[config.mk]
export PLATFORM = sky130hd
export DESIGN_NAME = typec_src_attach
export DESIGN_NICKNAME = d
export VERILOG_FILES = /design/src/rtl/typec_src_pkg.sv /design/src/rtl/typec_src_dpath.sv /design/src/rtl/typec_src_ctrl.sv /design/src/rtl/typec_src_attach.sv
export SDC_FILE = /design/constraint.sdc
export NUM_CORES = 1
export LEC_CHECK = 0
export BUFFER_PORTS_ARGS = -buffer_cell sky130_fd_sc_hd__buf_2
export CORE_ASPECT_RATIO = 1.5
export CORE_MARGIN = 5
export CORE_UTILIZATION = 59
export DETAILED_ROUTE_END_ITERATION = 12
export HOLD_SLACK_MARGIN = 0.06
export PLACE_DENSITY = 0.8
export SYNTH_ARGS = -nofsm -noshare
export SYNTH_HDL_FRONTEND = slang
export SYNTH_HIERARCHICAL = 1
export SYNTH_SLANG_ARGS = --single-unit
[constraint.sdc]
create_clock -name clk -period 2.7 [get_ports clk]
set_input_delay 0.135 -clock clk [delete_from_list [all_inputs] [get_ports clk]]
set_output_delay 0.135 -clock clk [all_outputs]
set_load 0.03 [all_outputs]
[src/rtl/typec_src_pkg.sv]
package typec_src_pkg;
  localparam logic [1:0] CC_OPEN = 2'd0;
  localparam logic [1:0] CC_RA   = 2'd1;
  localparam logic [1:0] CC_RD   = 2'd2;
  localparam logic [1:0] CC_RSV  = 2'd3;

  typedef enum logic [2:0] {
    ST_UNATT    = 3'd0,
    ST_ATT      = 3'd1,
    ST_AUDIO    = 3'd2,
    ST_DBG_UNOR = 3'd3,
    ST_DBG_OR   = 3'd4,
    ST_RECOVER  = 3'd5
  } tcState_t;

  // control -> datapath strobes
  typedef struct packed {
    logic recClear;
    logic recRun;
  } dpStrobe_t;

  // datapath -> control status
  typedef struct packed {
    logic ccStable;
    logic recDone;
  } dpStatus_t;
endpackage

[src/rtl/typec_src_dpath.sv]
module typec_src_dpath
  import typec_src_pkg::*;
#(
  parameter int DEBOUNCE_TICKS = 37500,
  parameter int RECOVERY_TICKS = 6250000
) (
  input  logic       clk,
  input  logic       rst,
  input  logic [1:0] cc1Class,
  input  logic [1:0] cc2Class,
  input  dpStrobe_t  dpStrobe,
  output dpStatus_t  dpStatus
);
  localparam int DW = $clog2(DEBOUNCE_TICKS + 1);
  localparam int RW = $clog2(RECOVERY_TICKS + 1);
  localparam logic [DW-1:0] DEB_LAST = DW'(DEBOUNCE_TICKS - 1);
  localparam logic [RW-1:0] REC_LAST = RW'(RECOVERY_TICKS - 1);

  logic [3:0]    ccPair, prevPair;
  logic [DW-1:0] debCnt;
  logic [RW-1:0] recCnt;

  assign ccPair = {cc1Class, cc2Class};

  // pattern stability counter: restarts on any change, saturates at the window end
  always_ff @(posedge clk or posedge rst) begin
    if (rst) begin
      prevPair <= '0;
      debCnt   <= '0;
    end else if (ccPair != prevPair) begin
      prevPair <= ccPair;
      debCnt   <= '0;
    end else if (debCnt != DEB_LAST) begin
      debCnt <= debCnt + 1'b1;
    end
  end

  // recovery hold timer
  always_ff @(posedge clk or posedge rst) begin
    if (rst)                recCnt <= '0;
    else if (dpStrobe.recClear) recCnt <= '0;
    else if (dpStrobe.recRun)   recCnt <= recCnt + 1'b1;
  end

  assign dpStatus.ccStable = (ccPair == prevPair) && (debCnt == DEB_LAST);
  assign dpStatus.recDone  = (recCnt == REC_LAST);
endmodule

[src/rtl/typec_src_ctrl.sv]
module typec_src_ctrl
  import typec_src_pkg::*;
(
  input  logic       clk,
  input  logic       rst,
  input  logic [1:0] cc1Class,
  input  logic [1:0] cc2Class,
  input  dpStatus_t  dpStatus,
  input  logic       vSafe0V,
  input  logic       vbusPresent,
  input  logic       vbusInRange,
  input  logic       faultOverTemp,
  input  logic       faultPullupBad,
  input  logic       faultCcOvp,
  input  logic       vddUnder,
  input  logic       vddOver,
  input  logic       vddUnderChkEn,
  input  logic       vddOverChkEn,
  output tcState_t   state,
  output logic       orientLow,
  output logic       detachPulse,
  output dpStrobe_t  dpStrobe
);
  tcState_t   nextState;
  logic       nextOrient, detachNext;
  logic       globalFault, poweredFault, powered, canAttach;
  logic [1:0] sinkCls;

  function automatic logic isOpen(input logic [1:0] c);
    return (c == CC_OPEN) || (c == CC_RSV);
  endfunction

  assign globalFault  = faultOverTemp | faultPullupBad | faultCcOvp;
  assign poweredFault = (vbusPresent & ~vbusInRange) |
                        (vddUnder & vddUnderChkEn) |
                        (vddOver & vddOverChkEn);
  assign powered   = (state == ST_ATT) || (state == ST_DBG_UNOR) || (state == ST_DBG_OR);
  assign canAttach = dpStatus.ccStable && vSafe0V;
  assign sinkCls   = orientLow ? cc2Class : cc1Class;

  always_comb begin
    nextState  = state;
    nextOrient = orientLow;
    detachNext = 1'b0;
    if (state != ST_RECOVER && (globalFault || (powered && poweredFault))) begin
      nextState  = ST_RECOVER;
      nextOrient = 1'b0;
    end else begin
      case (state)
        ST_UNATT: if (canAttach) begin
          if (cc1Class == CC_RD && cc2Class == CC_RD) begin
            nextState = ST_DBG_UNOR;
          end else if (cc1Class == CC_RA && cc2Class == CC_RA) begin
            nextState = ST_AUDIO;
          end else if (cc1Class == CC_RD) begin
            nextState  = ST_ATT;
            nextOrient = 1'b0;
          end else if (cc2Class == CC_RD) begin
            nextState  = ST_ATT;
            nextOrient = 1'b1;
          end
        end
        ST_ATT, ST_DBG_OR: if (isOpen(sinkCls)) begin
          nextState  = ST_UNATT;
          nextOrient = 1'b0;
          detachNext = 1'b1;
        end
        ST_AUDIO: if (isOpen(cc1Class) || isOpen(cc2Class)) begin
          nextState  = ST_UNATT;
          detachNext = 1'b1;
        end
        ST_DBG_UNOR: begin
          if (isOpen(cc1Class) || isOpen(cc2Class)) begin
            nextState  = ST_UNATT;
            detachNext = 1'b1;
          end else if (dpStatus.ccStable && cc1Class == CC_RD && cc2Class == CC_RA) begin
            nextState  = ST_DBG_OR;
            nextOrient = 1'b0;
          end else if (dpStatus.ccStable && cc1Class == CC_RA && cc2Class == CC_RD) begin
            nextState  = ST_DBG_OR;
            nextOrient = 1'b1;
          end
        end
        ST_RECOVER: if (dpStatus.recDone) nextState = ST_UNATT;
        default: nextState = ST_UNATT;
      endcase
    end
  end

  always_comb begin
    dpStrobe.recClear = (nextState == ST_RECOVER) && (state != ST_RECOVER);
    dpStrobe.recRun   = (state == ST_RECOVER);
  end

  always_ff @(posedge clk or posedge rst) begin
    if (rst) begin
      state       <= ST_UNATT;
      orientLow   <= 1'b0;
      detachPulse <= 1'b0;
    end else begin
      state       <= nextState;
      orientLow   <= nextOrient;
      detachPulse <= detachNext;
    end
  end
endmodule

[src/rtl/typec_src_attach.sv]
module typec_src_attach
  import typec_src_pkg::*;
#(
  parameter int DEBOUNCE_TICKS = 37500,
  parameter int RECOVERY_TICKS = 6250000
) (
  input  logic       clk,
  input  logic       rst,
  input  logic [1:0] cc1Class,
  input  logic [1:0] cc2Class,
  input  logic       vSafe0V,
  input  logic       vbusPresent,
  input  logic       vbusInRange,
  input  logic       faultOverTemp,
  input  logic       faultPullupBad,
  input  logic       faultCcOvp,
  input  logic       vddUnder,
  input  logic       vddOver,
  input  logic       vddUnderChkEn,
  input  logic       vddOverChkEn,
  output logic [1:0] ccTermEn,
  output logic [1:0] vconnEn,
  output logic       orientLow,
  output logic       pwrPathEn,
  output logic [1:0] attachMode,
  output logic [2:0] stateCode,
  output logic       debugFlag,
  output logic       detachPulse
);
  tcState_t  fsmState;
  dpStrobe_t dpStrobe;
  dpStatus_t dpStatus;

  typec_src_dpath #(
    .DEBOUNCE_TICKS(DEBOUNCE_TICKS),
    .RECOVERY_TICKS(RECOVERY_TICKS)
  ) u_dpath (
    .clk(clk), .rst(rst), .cc1Class(cc1Class), .cc2Class(cc2Class),
    .dpStrobe(dpStrobe), .dpStatus(dpStatus)
  );

  typec_src_ctrl u_ctrl (
    .clk(clk), .rst(rst), .cc1Class(cc1Class), .cc2Class(cc2Class),
    .dpStatus(dpStatus), .vSafe0V(vSafe0V), .vbusPresent(vbusPresent),
    .vbusInRange(vbusInRange), .faultOverTemp(faultOverTemp),
    .faultPullupBad(faultPullupBad), .faultCcOvp(faultCcOvp),
    .vddUnder(vddUnder), .vddOver(vddOver), .vddUnderChkEn(vddUnderChkEn),
    .vddOverChkEn(vddOverChkEn), .state(fsmState), .orientLow(orientLow),
    .detachPulse(detachPulse), .dpStrobe(dpStrobe)
  );

  assign stateCode = fsmState;
  assign ccTermEn  = (rst || fsmState == ST_RECOVER) ? 2'b00 : 2'b11;
  assign vconnEn   = (fsmState == ST_ATT) ? (orientLow ? 2'b01 : 2'b10) : 2'b00;
  assign pwrPathEn = (fsmState == ST_ATT) || (fsmState == ST_DBG_UNOR) || (fsmState == ST_DBG_OR);
  assign debugFlag = (fsmState == ST_DBG_UNOR) || (fsmState == ST_DBG_OR);

  always_comb begin
    case (fsmState)
      ST_ATT:                attachMode = 2'd1;
      ST_AUDIO:              attachMode = 2'd2;
      ST_DBG_UNOR, ST_DBG_OR: attachMode = 2'd3;
      default:               attachMode = 2'd0;
    endcase
  end
endmodule

==> qor.yml, run 1 <==
drt_pre_antenna_iters: 4
viasPerCell: 5.806
placed_cells: 405
drv_cap: 0
layout_min_cycle_time_ns: 2.300
endpoint_kind: "flip-flop"
finalPower_mw: 1.648
grt_start_max_net_pins: 28
status: "complete, no violations"
cts_resized: 0
cts_tree: "done"
ctsHoldBuffers: 5
worst_ep_required_time_ns: 2.93
start_util: 0.5974
worst_ep_arrival_time_ns: 2.53
cp_max_fo: 11
r2r_start: "u_ctrl/state[2]$_DFF_PP0_"
insertion_delay_ns: 0.31
yosys_register_bits: 48
yosysMostFrequentCell: "dfrtp_1"
synth_area_mm2: 0.002850
fin_util: 0.6827
final-setup-viol-count: 0
cp-start-kind: "flip-flop"
cts_setup_buffers: 0
die_w_um: 66.75
synth_common_cells: "dfrtp_1 (48), nor2_1 (44), xnor2_1 (24), nand2_1 (22), nand3_1 (17)"
syn_inst: 314
synth_ff_type: "dfrtp_1"
async_reset_ff_frac: 1.000
vias: 2427
postPlaceCellArea_mm2: 0.003090
portBuffers: 28
synth_top_area_frac: 0.4214
grt_util_all_layers: 0.2213
finalHoldViolations: 0
antenna_found_initial: 0
wl_per_cell_um: 14.91
r2r_setup_slack_ns: 0.40
fmax_mhz: 434.7
yosysTopAreaCell: "dfrtp_1"
cts.sinks: 48
grt_pass1_vias: 2464
post-place-ws_ns: 0.4792
design_area_mm2: 0.003257
relSlewSlack: 0.5203
io_pins: 29
grt_overflow_total: 0
rsz0062_at_grt: "no"
routed_wl_um: 6231
fin_cells: 418
drtIter0Drc: 149
clock_skew_ns: 0.01330
clkTransAtPathRegs_ns: 0.09
ys_seq_area_frac: 0.4214
syn_to_final_growth_pct: 14.27
syn-mean-instance-area_um2: 9.077
postRouteAntennaNets: 0
crit_type: "reg -> reg"
diodes: 0
fp.dieH_um: 95.13
cts_made_buffers: 5
reg2reg_depth: 7
hp-class: "in -> async"
worst_slack_ns: 0.3997
dieArea_mm2: 0.006350
clockBufferDepth: 2
synth_area_leaders: "dfrtp_1 (42%), xnor2_1 (7.4%), nor2_1 (5.8%), xor2_1 (3.1%), nand3_1 (3.0%)"
slew_violations: 0
fin_crit_sh: 0.8520
grt_first_pass_wirelength_um: 10900
synth_edf_count: 0
place_hpwl_um: 4562
ys_warn_count: 6
nets: 373
finalSetupTns_ns: 0
p_leak_nw: 1.415
core_mm2: 0.004771
timing.rr.end: "u_dpath/recCnt[21]$_DFFE_PP0P_"
whs_ns: 0.3081
power_density_mw_per_mm2: 506.1
synth_cell_type_count: 55
h-tree-depth: 2
synth_fp_nets: 336
root_buffer: "clkbuf_8"
worst-slew-pin-transition_ns: 0.7188
gp_congestion: 0.8795
drive_above_1_share: 0.1619
drc_errors: 0
rows: 31
vdd_drop_max_mv: 0.3644
-- cell usage in the layout, fill, tap and decap left out, types with 10 or more instances in the layout --
cell	synthesis	layout
dfrtp_1	48	48
nor2_1	44	44
buf_2	2	28
xnor2_1	24	24
nand2_1	22	22
nand3_1	17	17
inv_1	15	15
o21ai_0	11	11
nand4_1	11	11
nor3_1	11	11
nor4_1	10	10
xor2_1	10	10
a21oi_1	10	10
-- how the worst max path moves through the flow --
stage,start,endpoint,slack [ns],depth (start not counted)
detailed placement,u_ctrl/state[2]$_DFF_PP0_,u_dpath/recCnt[21]$_DFFE_PP0P_,0.48,7
global placement,u_ctrl/state[2]$_DFF_PP0_,u_dpath/recCnt[21]$_DFFE_PP0P_,0.55,7
finish,u_ctrl/state[2]$_DFF_PP0_,u_dpath/recCnt[21]$_DFFE_PP0P_,0.40,7
global route,u_dpath/debCnt[0]$_DFFE_PP0N_,u_ctrl/orientLow$_DFFE_PP0P_,0.17,9
floorplan,u_ctrl/state[2]$_DFF_PP0_,u_dpath/recCnt[22]$_DFFE_PP0P_,0.13,8
CTS,u_ctrl/state[2]$_DFF_PP0_,u_dpath/recCnt[21]$_DFFE_PP0P_,0.45,7
-- cell type report --
| type | count | area, µm² |
|---|---|---|
| flip-flops and latches | 48 | 1201 |
| well taps | 66 | 82.58 |
| multi-input cells | 239 | 1534 |
| repair buffers | 41 | 262.8 |
| clock inverters | 3 | 47.55 |
| inverters | 16 | 60.06 |
| clock buffers | 5 | 68.82 |
| fillers | 398 | 1514 |
-- routing by layer --
layer  part of all wire  vias to the layer above  track usage
met5                  0                        -            0
met3              0.030                        8      0.03892
met4              0.013                        0      0.09153
met1               0.39                     1166       0.2392
li1                   -                     1192            -
met2               0.56                       61       0.4139
-- registers in the layout, summed over array words and instances (netlist names) --
register,flops
u_ctrl/orientLow,1
u_dpath/debCnt,16
u_ctrl/detachPulse,1
u_dpath/recCnt,23
u_dpath/prevPair,4
u_ctrl/state,3
-- kinds of logic after synthesis --
| family | count (synthesis) | share of synthesized area |
|---|---|---|
| flip-flops | 48 | 0.4214 |
| AO/OA/AOI/OAI | 39 | 0.08999 |
| XOR/XNOR | 34 | 0.1045 |
| adder cells (fa/ha/maj) | 6 | 0.02634 |
| AND/OR/NAND/NOR | 154 | 0.2937 |
| multiplexers | 6 | 0.02370 |
| buffers and inverters | 27 | 0.04038 |
-- worst max-delay path: stages, from the launching register on --
cell and delay [ns]:
dfrtp_1 0.50, inv_2 0.13, nor3_1 0.16, buf_4 0.21, nor2_1 0.08, or4_4 0.54
or4_1 0.42, a21oi_1 0.18
-- power breakdown --
group | switching [mW] | internal (mW)
Clock | 0.250 | 0.279
Combinational | 0.129 | 0.110
Sequential | 0.105 | 0.775
Power figures use the tool's default switching activity.
==> run 2, diff against run 1 <==
--- a/config.mk
+++ b/config.mk
@@ -5,10 +5,11 @@
 export SDC_FILE = /design/constraint.sdc
 export NUM_CORES = 1
 export LEC_CHECK = 0
+export ABC_AREA = 1
 export BUFFER_PORTS_ARGS = -buffer_cell sky130_fd_sc_hd__buf_2
 export CORE_ASPECT_RATIO = 1.5
 export CORE_MARGIN = 5
-export CORE_UTILIZATION = 59
+export CORE_UTILIZATION = 60
 export DETAILED_ROUTE_END_ITERATION = 12
 export HOLD_SLACK_MARGIN = 0.06
 export PLACE_DENSITY = 0.8
==> qor.yml, run 2 <==
routed_wl_um: 7452  # +20%
root_buffer: "clkbuf_8"
fmax_mhz: 449.8  # +3.5%
portBuffers: 28  # unchanged
ys_seq_area_frac: 0.3614  # -0.05998
placed_cells: 578  # +43%
fill_cells: 498  # +25%
startpoint: "u_ctrl/state[1]$_DFF_PP0_"
synth_common_cells: "nand2_1 (121), nor2_1 (72), inv_1 (68), dfrtp_1 (48), nand3_1 (33)"
clock_skew_ns: 0.01093  # -0.002376 ns
nets: 542  # +45%
relSlewSlack: 0.3182  # -0.2021
largest_register_ffs: 23  # unchanged
r2r_start: "u_ctrl/state[1]$_DFF_PP0_"
fin_util: 0.6715  # -0.01114
worst_ep_required_time_ns: 2.92  # about the same
layout_commonest_cell: "nand2_1"
postPlaceCellArea_mm2: 0.003486  # +13%
worst_path_most_repeated_cell: "inv_1"
cp_cell_sequence: "inv_1, nand2_1, nor2_2, inv_2, nand2_4, inv_1, inv_1, o21ai_0, a21oi_1"
drc_errors: 0  # unchanged
drv_cap: 0  # unchanged
dieArea_mm2: 0.007158  # +13%
viasPerCell: 5.275  # -9.2%
diodes: 0  # unchanged
die_w_um: 70.77  # +6.0%
rsz0062_at_grt: "no"
power_switching_share: 0.4269  # +0.1333
cts_made_buffers: 5  # unchanged
finalSetupTns_ns: 0  # unchanged
p_sw_mw: 0.9226  # +91%
synth_area_mm2: 0.003323  # +17%
holdPathStages: 3
final-setup-viol-count: 0  # unchanged
endpoint_kind: "flip-flop"
synth_ff_type: "dfrtp_1"
grt_first_pass_wirelength_um: 13210  # +21%
seqCellArea_mm2: 0.001201  # unchanged
yosysTopAreaCell: "dfrtp_1"
synth_area_leaders: "dfrtp_1 (36%), nand2_1 (14%), nor2_1 (8.1%), inv_1 (7.7%), nand3_1 (5.0%)"
crit_type: "reg -> reg"
fin_crit_sh: 0.8233  # -0.02863
syn_inst: 488  # +55%
cts_tree: "done"
status: "complete, no violations"
io_pins: 29  # unchanged
whs_ns: 0.1966  # -0.1115 ns
r2r_setup_slack_ns: 0.48  # +0.08 ns
power_density_mw_per_mm2: 595.1  # +18%
p_leak_nw: 1.821  # +29%
cts.sinks: 48  # unchanged
mostFrequentLayoutCells: "nand2_1 (121), nor2_1 (72), inv_1 (67), dfrtp_1 (48), nand3_1 (33)"
clkTransAtPathRegs_ns: 0.09  # about the same
start_util: 0.6144  # +0.01696
vias: 3112  # +28%
largestRegisters: "u_dpath/recCnt (23), u_dpath/debCnt (16), u_dpath/prevPair (4)"
async_reset_ff_frac: 1.000  # unchanged
cts_resized: 0  # unchanged
drt_pre_antenna_iters: 4  # unchanged
syn_to_final_growth_pct: 9.300
worst_slack_ns: 0.4770  # +0.07730 ns
share_seq_of_total_power: 0.384  # -0.150
wl_per_cell_um: 12.63  # -15%
yosysMostFrequentCell: "nand2_1"
pwr-share-clk: 0.213  # -0.108
hold_start: "vSafe0V"
cp_slowest_stage_delay_ns: 0.49  # -0.05 ns
h-tree-depth: 2  # unchanged
synth_top_area_frac: 0.3614  # -0.05998
core_mm2: 0.005409  # +13%
rows: 33  # +6.5%
grt_start_max_net_pins: 28  # unchanged
ys_warn_count: 6  # unchanged
hp-class: "in -> reg"
postRouteAntennaNets: 0  # unchanged
syn-mean-instance-area_um2: 6.810  # -25%
design_area_mm2: 0.003632  # +12%
synth_cell_type_count: 39  # -29%
gp_congestion: 0.9285  # +5.6%
regMostFlops: "u_dpath/recCnt"
fp.dieH_um: 101.2  # +6.3%
layout_min_cycle_time_ns: 2.223  # -0.07730 ns
grt_pass1_vias: 3071  # +25%
multi_input_area_mm2: 0.001747  # +14%
cpMaxStageDelayCell: "dfrtp_1"
vdd_drop_max_mv: 0.4790  # +31%
grt_util_all_layers: 0.2253  # +0.003982
place_hpwl_um: 5738  # +26%
synth_fp_nets: 510  # +52%
drive_above_1_share: 0.1692  # +0.007299
clockBufferDepth: 2  # unchanged
internal_power_mw: 1.239  # +6.4%
antenna_found_initial: 0  # unchanged
post-place-ws_ns: 0.5217  # +0.04252 ns
drtIter0Drc: 179  # +20%
cp-start-kind: "flip-flop"
yosys_register_bits: 48  # unchanged
cp_max_fo: 21  # +10
insertion_delay_ns: 0.30  # about the same
reg2reg_depth: 9  # +2
worst-slew-pin-transition_ns: 1.016  # +0.2977 ns
synth_edf_count: 0  # unchanged
worst_ep_arrival_time_ns: 2.44  # -0.09 ns
grt_overflow_total: 0  # unchanged
slew_violations: 0  # unchanged
fin_cells: 590  # +41%
power_frac_comb: 0.403  # +0.258
finalHoldViolations: 0  # unchanged
finalPower_mw: 2.161  # +31%
-- run 2: changes by cell type in the layout (fill, tap and decap cells not counted), moves of 8 or more --
| cell | delta |
|---|---|
| a21oi_1 | +14 |
| nand3_1 | +16 |
| inv_1 | +52 |
| nand2_2 | +10 |
| nor4_1 | -10 |
| inv_2 | +8 |
| xnor2_1 | -24 |
| nor2_2 | +10 |
| xor2_1 | -9 |
| nand2_1 | +99 |
| nor2_1 | +28 |
-- run 2: timing repair --
action | 4_1_cts | 5_1_grt
hold buffers | 5 | 0
endpoints found under the hold margin | 35 | 0
buffers inserted | 0 | 0
-- run 2: routing by layer --
layer  part of all wire  track usage
met5                  0            0
met4              0.024      0.08828
met3              0.032      0.03178
met2               0.56       0.4289
met1               0.38       0.2489
-- run 2: worst max-delay path, delay by kind of cell, from the launching register on --
| kind | cells | cell delay [ns] |
|---|---|---|
| buffers and inverters | 4 | 0.81 |
| AND/OR/NAND/NOR | 3 | 0.50 |
| flip-flops | 1 | 0.49 |
| AO/OA/AOI/OAI | 2 | 0.34 |
-- run 2: kinds of logic (layout without fill, tap and decap cells) --
logic type	Yosys count	in the layout	share of synthesized area
simple gates	293	293	0.4142
flops	48	48	0.3614
buf+inv	88	120	0.1129
xor+xnor	1	1	0.002636
compound gates	52	52	0.08623
fa+ha+maj	6	6	0.02259
-- run 2: worst paths after layout --
path	to
max	u_dpath/recCnt[12]$_DFFE_PP0P_
min	u_ctrl/state[0]$_DFF_PP0_
max reg2reg	u_dpath/recCnt[12]$_DFFE_PP0P_
min reg2reg	u_dpath/debCnt[4]$_DFFE_PP0N_
max in group asynchronous	u_dpath/recCnt[4]$_DFFE_PP0P_
min in group asynchronous	u_ctrl/orientLow$_DFFE_PP0P_
-- run 2: cell type report --
type / count / share of cell area
clock buffer: 7 / 0.02652
inverter: 78 / 0.08130
multi-input combinational: 352 / 0.4809
sequential: 48 / 0.3307
tap: 70 / 0.02411
timing repair buffer: 35 / 0.05649
-- run 2: power by group through the flow --
| stage | Combinational [mW] | Sequential [mW] | Clock (mW) |
|---|---|---|---|
| 2_1_floorplan | 0.685 | 0.883 | 0 |
| 3_3_place_gp | 0.848 | 0.840 | 0 |
| 3_5_place_dp | 0.861 | 0.845 | 0 |
| 4_1_cts | 0.868 | 0.831 | 0.474 |
| 5_1_grt | 0.956 | 0.839 | 0.515 |
| 6_report | 0.871 | 0.831 | 0.460 |
==> run 3, diff against run 2 <==
--- a/config.mk
+++ b/config.mk
@@ -5,11 +5,11 @@
 export SDC_FILE = /design/constraint.sdc
 export NUM_CORES = 1
 export LEC_CHECK = 0
-export ABC_AREA = 1
+export ABC_AREA = 0
 export BUFFER_PORTS_ARGS = -buffer_cell sky130_fd_sc_hd__buf_2
 export CORE_ASPECT_RATIO = 1.5
 export CORE_MARGIN = 5
-export CORE_UTILIZATION = 60
+export CORE_UTILIZATION = 59
 export DETAILED_ROUTE_END_ITERATION = 12
 export HOLD_SLACK_MARGIN = 0.06
 export PLACE_DENSITY = 0.8
==> constraint.sdc (replaced) <==
create_clock -name clk -period 2.3 [get_ports clk]
set_input_delay 0.115 -clock clk [delete_from_list [all_inputs] [get_ports clk]]
set_output_delay 0.115 -clock clk [all_outputs]
set_load 0.03 [all_outputs]
==> qor.yml, run 3 (synthesis results as in run 1) <==
worst-slew-pin-transition_ns: 0.4011  # -0.6153 ns
p_leak_nw: 1.434  # -21%
worst_slack_ns: 0.1456  # -0.3315 ns
antenna_found_initial: 0  # unchanged
post-place-ws_ns: 0.1370  # -0.3848 ns
multi_input_area_mm2: 0.001555  # -11%
core_mm2: 0.004771  # -12%
clock_skew_ns: 0.005705  # -0.005221 ns
reg2reg_depth: 7  # -2
grt_util_all_layers: 0.2245  # -0.0007918
mostFrequentLayoutCells: "dfrtp_1 (45), nor2_1 (43), buf_2 (28), xnor2_1 (24), nand2_1 (22)"
h-tree-depth: 2  # unchanged
drtIter0Drc: 105  # -41%
worst_ep_required_time_ns: 2.53  # -0.39 ns
cts.sinks: 48  # unchanged
cp_max_fo: 11  # -48%
postPlaceCellArea_mm2: 0.003124  # -10%
layout_min_cycle_time_ns: 2.154  # -0.06855 ns
cp-start-kind: "flip-flop"
io_pins: 29  # unchanged
cp_slowest_stage_delay_ns: 0.52  # +0.03 ns
fill_cells: 382  # -23%
status: "complete, no violations"
root_buffer: "clkbuf_8"
endpoint_kind: "flip-flop"
holdPathStages: 5  # +2
drc_errors: 0  # unchanged
r2r_start: "u_ctrl/state[2]$_DFF_PP0_"
fmax_mhz: 464.2  # +3.2%
relSlewSlack: 0.7301  # +0.4119
drt_pre_antenna_iters: 4  # unchanged
hp-class: "in -> reg"
diodes: 0  # unchanged
seqCellArea_mm2: 0.001205  # +0.31%
fin_crit_sh: 0.9367  # +0.1134
design_area_mm2: 0.003316  # -8.7%
cpMaxStageDelayCell: "or4_4"
routed_wl_um: 6281  # -16%
power_density_mw_per_mm2: 591.1  # -0.68%
start_util: 0.5974  # -0.01696
crit_type: "reg -> reg"
die_w_um: 66.75  # -5.7%
regMostFlops: "u_dpath/recCnt"
vdd_drop_max_mv: 0.4576  # -4.5%
largestRegisters: "u_dpath/recCnt (23), u_dpath/debCnt (16), u_dpath/prevPair (4)"
finalHoldViolations: 0  # unchanged
wl_per_cell_um: 14.81  # +17%
viasPerCell: 5.755  # +9.1%
insertion_delay_ns: 0.30  # about the same
largest_register_ffs: 23  # unchanged
rows: 31  # -6.1%
dieArea_mm2: 0.006350  # -11%
drive_above_1_share: 0.1955  # +0.02630
vias: 2440  # -22%
grt_first_pass_wirelength_um: 11060  # -16%
cp_cell_sequence: "inv_2, nor3_1, buf_4, nor2_1, or4_4, or4_1, a21oi_1"
portBuffers: 28  # unchanged
syn_to_final_growth_pct: 16.33
clockBufferDepth: 2  # unchanged
cts_tree: "done"
hold_start: "faultCcOvp"
nets: 379  # -30%
slew_violations: 0  # unchanged
timing.rr.end: "u_dpath/recCnt[21]$_DFFE_PP0P_"
drv_cap: 0  # unchanged
fin_util: 0.6950  # +0.02347
place_hpwl_um: 4690  # -18%
whs_ns: 0.2701  # +0.07351 ns
worst_ep_arrival_time_ns: 2.38  # -0.06 ns
layout_commonest_cell: "dfrtp_1"
gp_congestion: 0.9218  # -0.72%
cts_made_buffers: 5  # unchanged
finalPower_mw: 1.960  # -9.3%
fp.dieH_um: 95.13  # -6.0%
clkTransAtPathRegs_ns: 0.09  # about the same
grt_pass1_vias: 2512  # -18%
grt_overflow_total: 0  # unchanged
postRouteAntennaNets: 0  # unchanged
min_to: "u_ctrl/state[2]$_DFF_PP0_"
grt_start_max_net_pins: 27  # -3.6%
r2r_setup_slack_ns: 0.15  # -0.33 ns
final-setup-viol-count: 0  # unchanged
-- run 3: cell count changes in the layout (fill, tap and decap cells not counted), sizes merged, moves of 15 or more --
cell   previous run  this run
a21oi            25        10
inv              77        17
nand2           135        22
nand3            38        17
nor2             89        44
xnor2             0        24
-- run 3: how the worst max path moves through the flow --
stage                                    from                             end  slack, ns  depth (start not counted)
floorplan           u_ctrl/state[0]$_DFF_PP0_  u_dpath/recCnt[22]$_DFFE_PP0P_      -0.02                         10
global placement    u_ctrl/state[2]$_DFF_PP0_  u_dpath/recCnt[21]$_DFFE_PP0P_       0.17                          7
detailed placement  u_ctrl/state[1]$_DFF_PP0_  u_dpath/recCnt[21]$_DFFE_PP0P_       0.14                          7
CTS                 u_ctrl/state[1]$_DFF_PP0_  u_dpath/recCnt[21]$_DFFE_PP0P_       0.10                          7
global route        u_ctrl/state[2]$_DFF_PP0_  u_dpath/recCnt[21]$_DFFE_PP0P_    -0.0006                          7
finish              u_ctrl/state[2]$_DFF_PP0_  u_dpath/recCnt[21]$_DFFE_PP0P_       0.15                          7
-- run 3: metrics by stage --
step           cells    TNS (ns)
6_report         424           0
5_1_grt          424  -0.0005838
4_1_cts          421           0
3_5_place_dp     408           0
3_3_place_gp     408           0
2_1_floorplan    314    -0.02190
-- run 3: area by class of cell --
| class | count | area share |
|---|---|---|
| clock inverters | 3 | 0.01396 |
| repair buffers | 47 | 0.08906 |
| multi-input cells | 239 | 0.4691 |
| well taps | 66 | 0.02491 |
| inverters | 16 | 0.01887 |
| flip-flops and latches | 48 | 0.3634 |
| clock buffers | 5 | 0.02075 |
-- run 3: repair_timing --
action                                  4_1_cts  5_1_grt
endpoints found under the setup margin        0        3
resized for setup                             0        2
endpoints found under the hold margin        52        0
hold buffers                                  5        0
setup buffers                                 0        3
-- run 3: report_power, final --
group | leakage, nW | switching, mW | internal, mW | total (mW)
logic | 0.745 | 0.153 | 0.133 | 0.286
clock network | 0.0548 | 0.301 | 0.328 | 0.629
registers | 0.634 | 0.134 | 0.910 | 1.04
-- run 3: critical path: cells and delay by family, from the launching register on --
| family | cells | cell delay (ns) |
|---|---|---|
| buffers and inverters | 2 | 0.32 |
| and+or+nand+nor | 4 | 1.14 |
| AOI/OAI and AO/OA | 1 | 0.15 |
| DFF | 1 | 0.45 |
-- run 3: per-layer routing --
metal / track usage / vias up / share of wire / wire length [µm]
li1: - / 1200 / - / -
met1: 0.2384 / 1186 / 0.39 / 2465
met2: 0.4214 / 42 / 0.56 / 3523
met3: 0.03892 / 12 / 0.026 / 162
met4: 0.1000 / 0 / 0.021 / 131
met5: 0 / - / 0 / 0
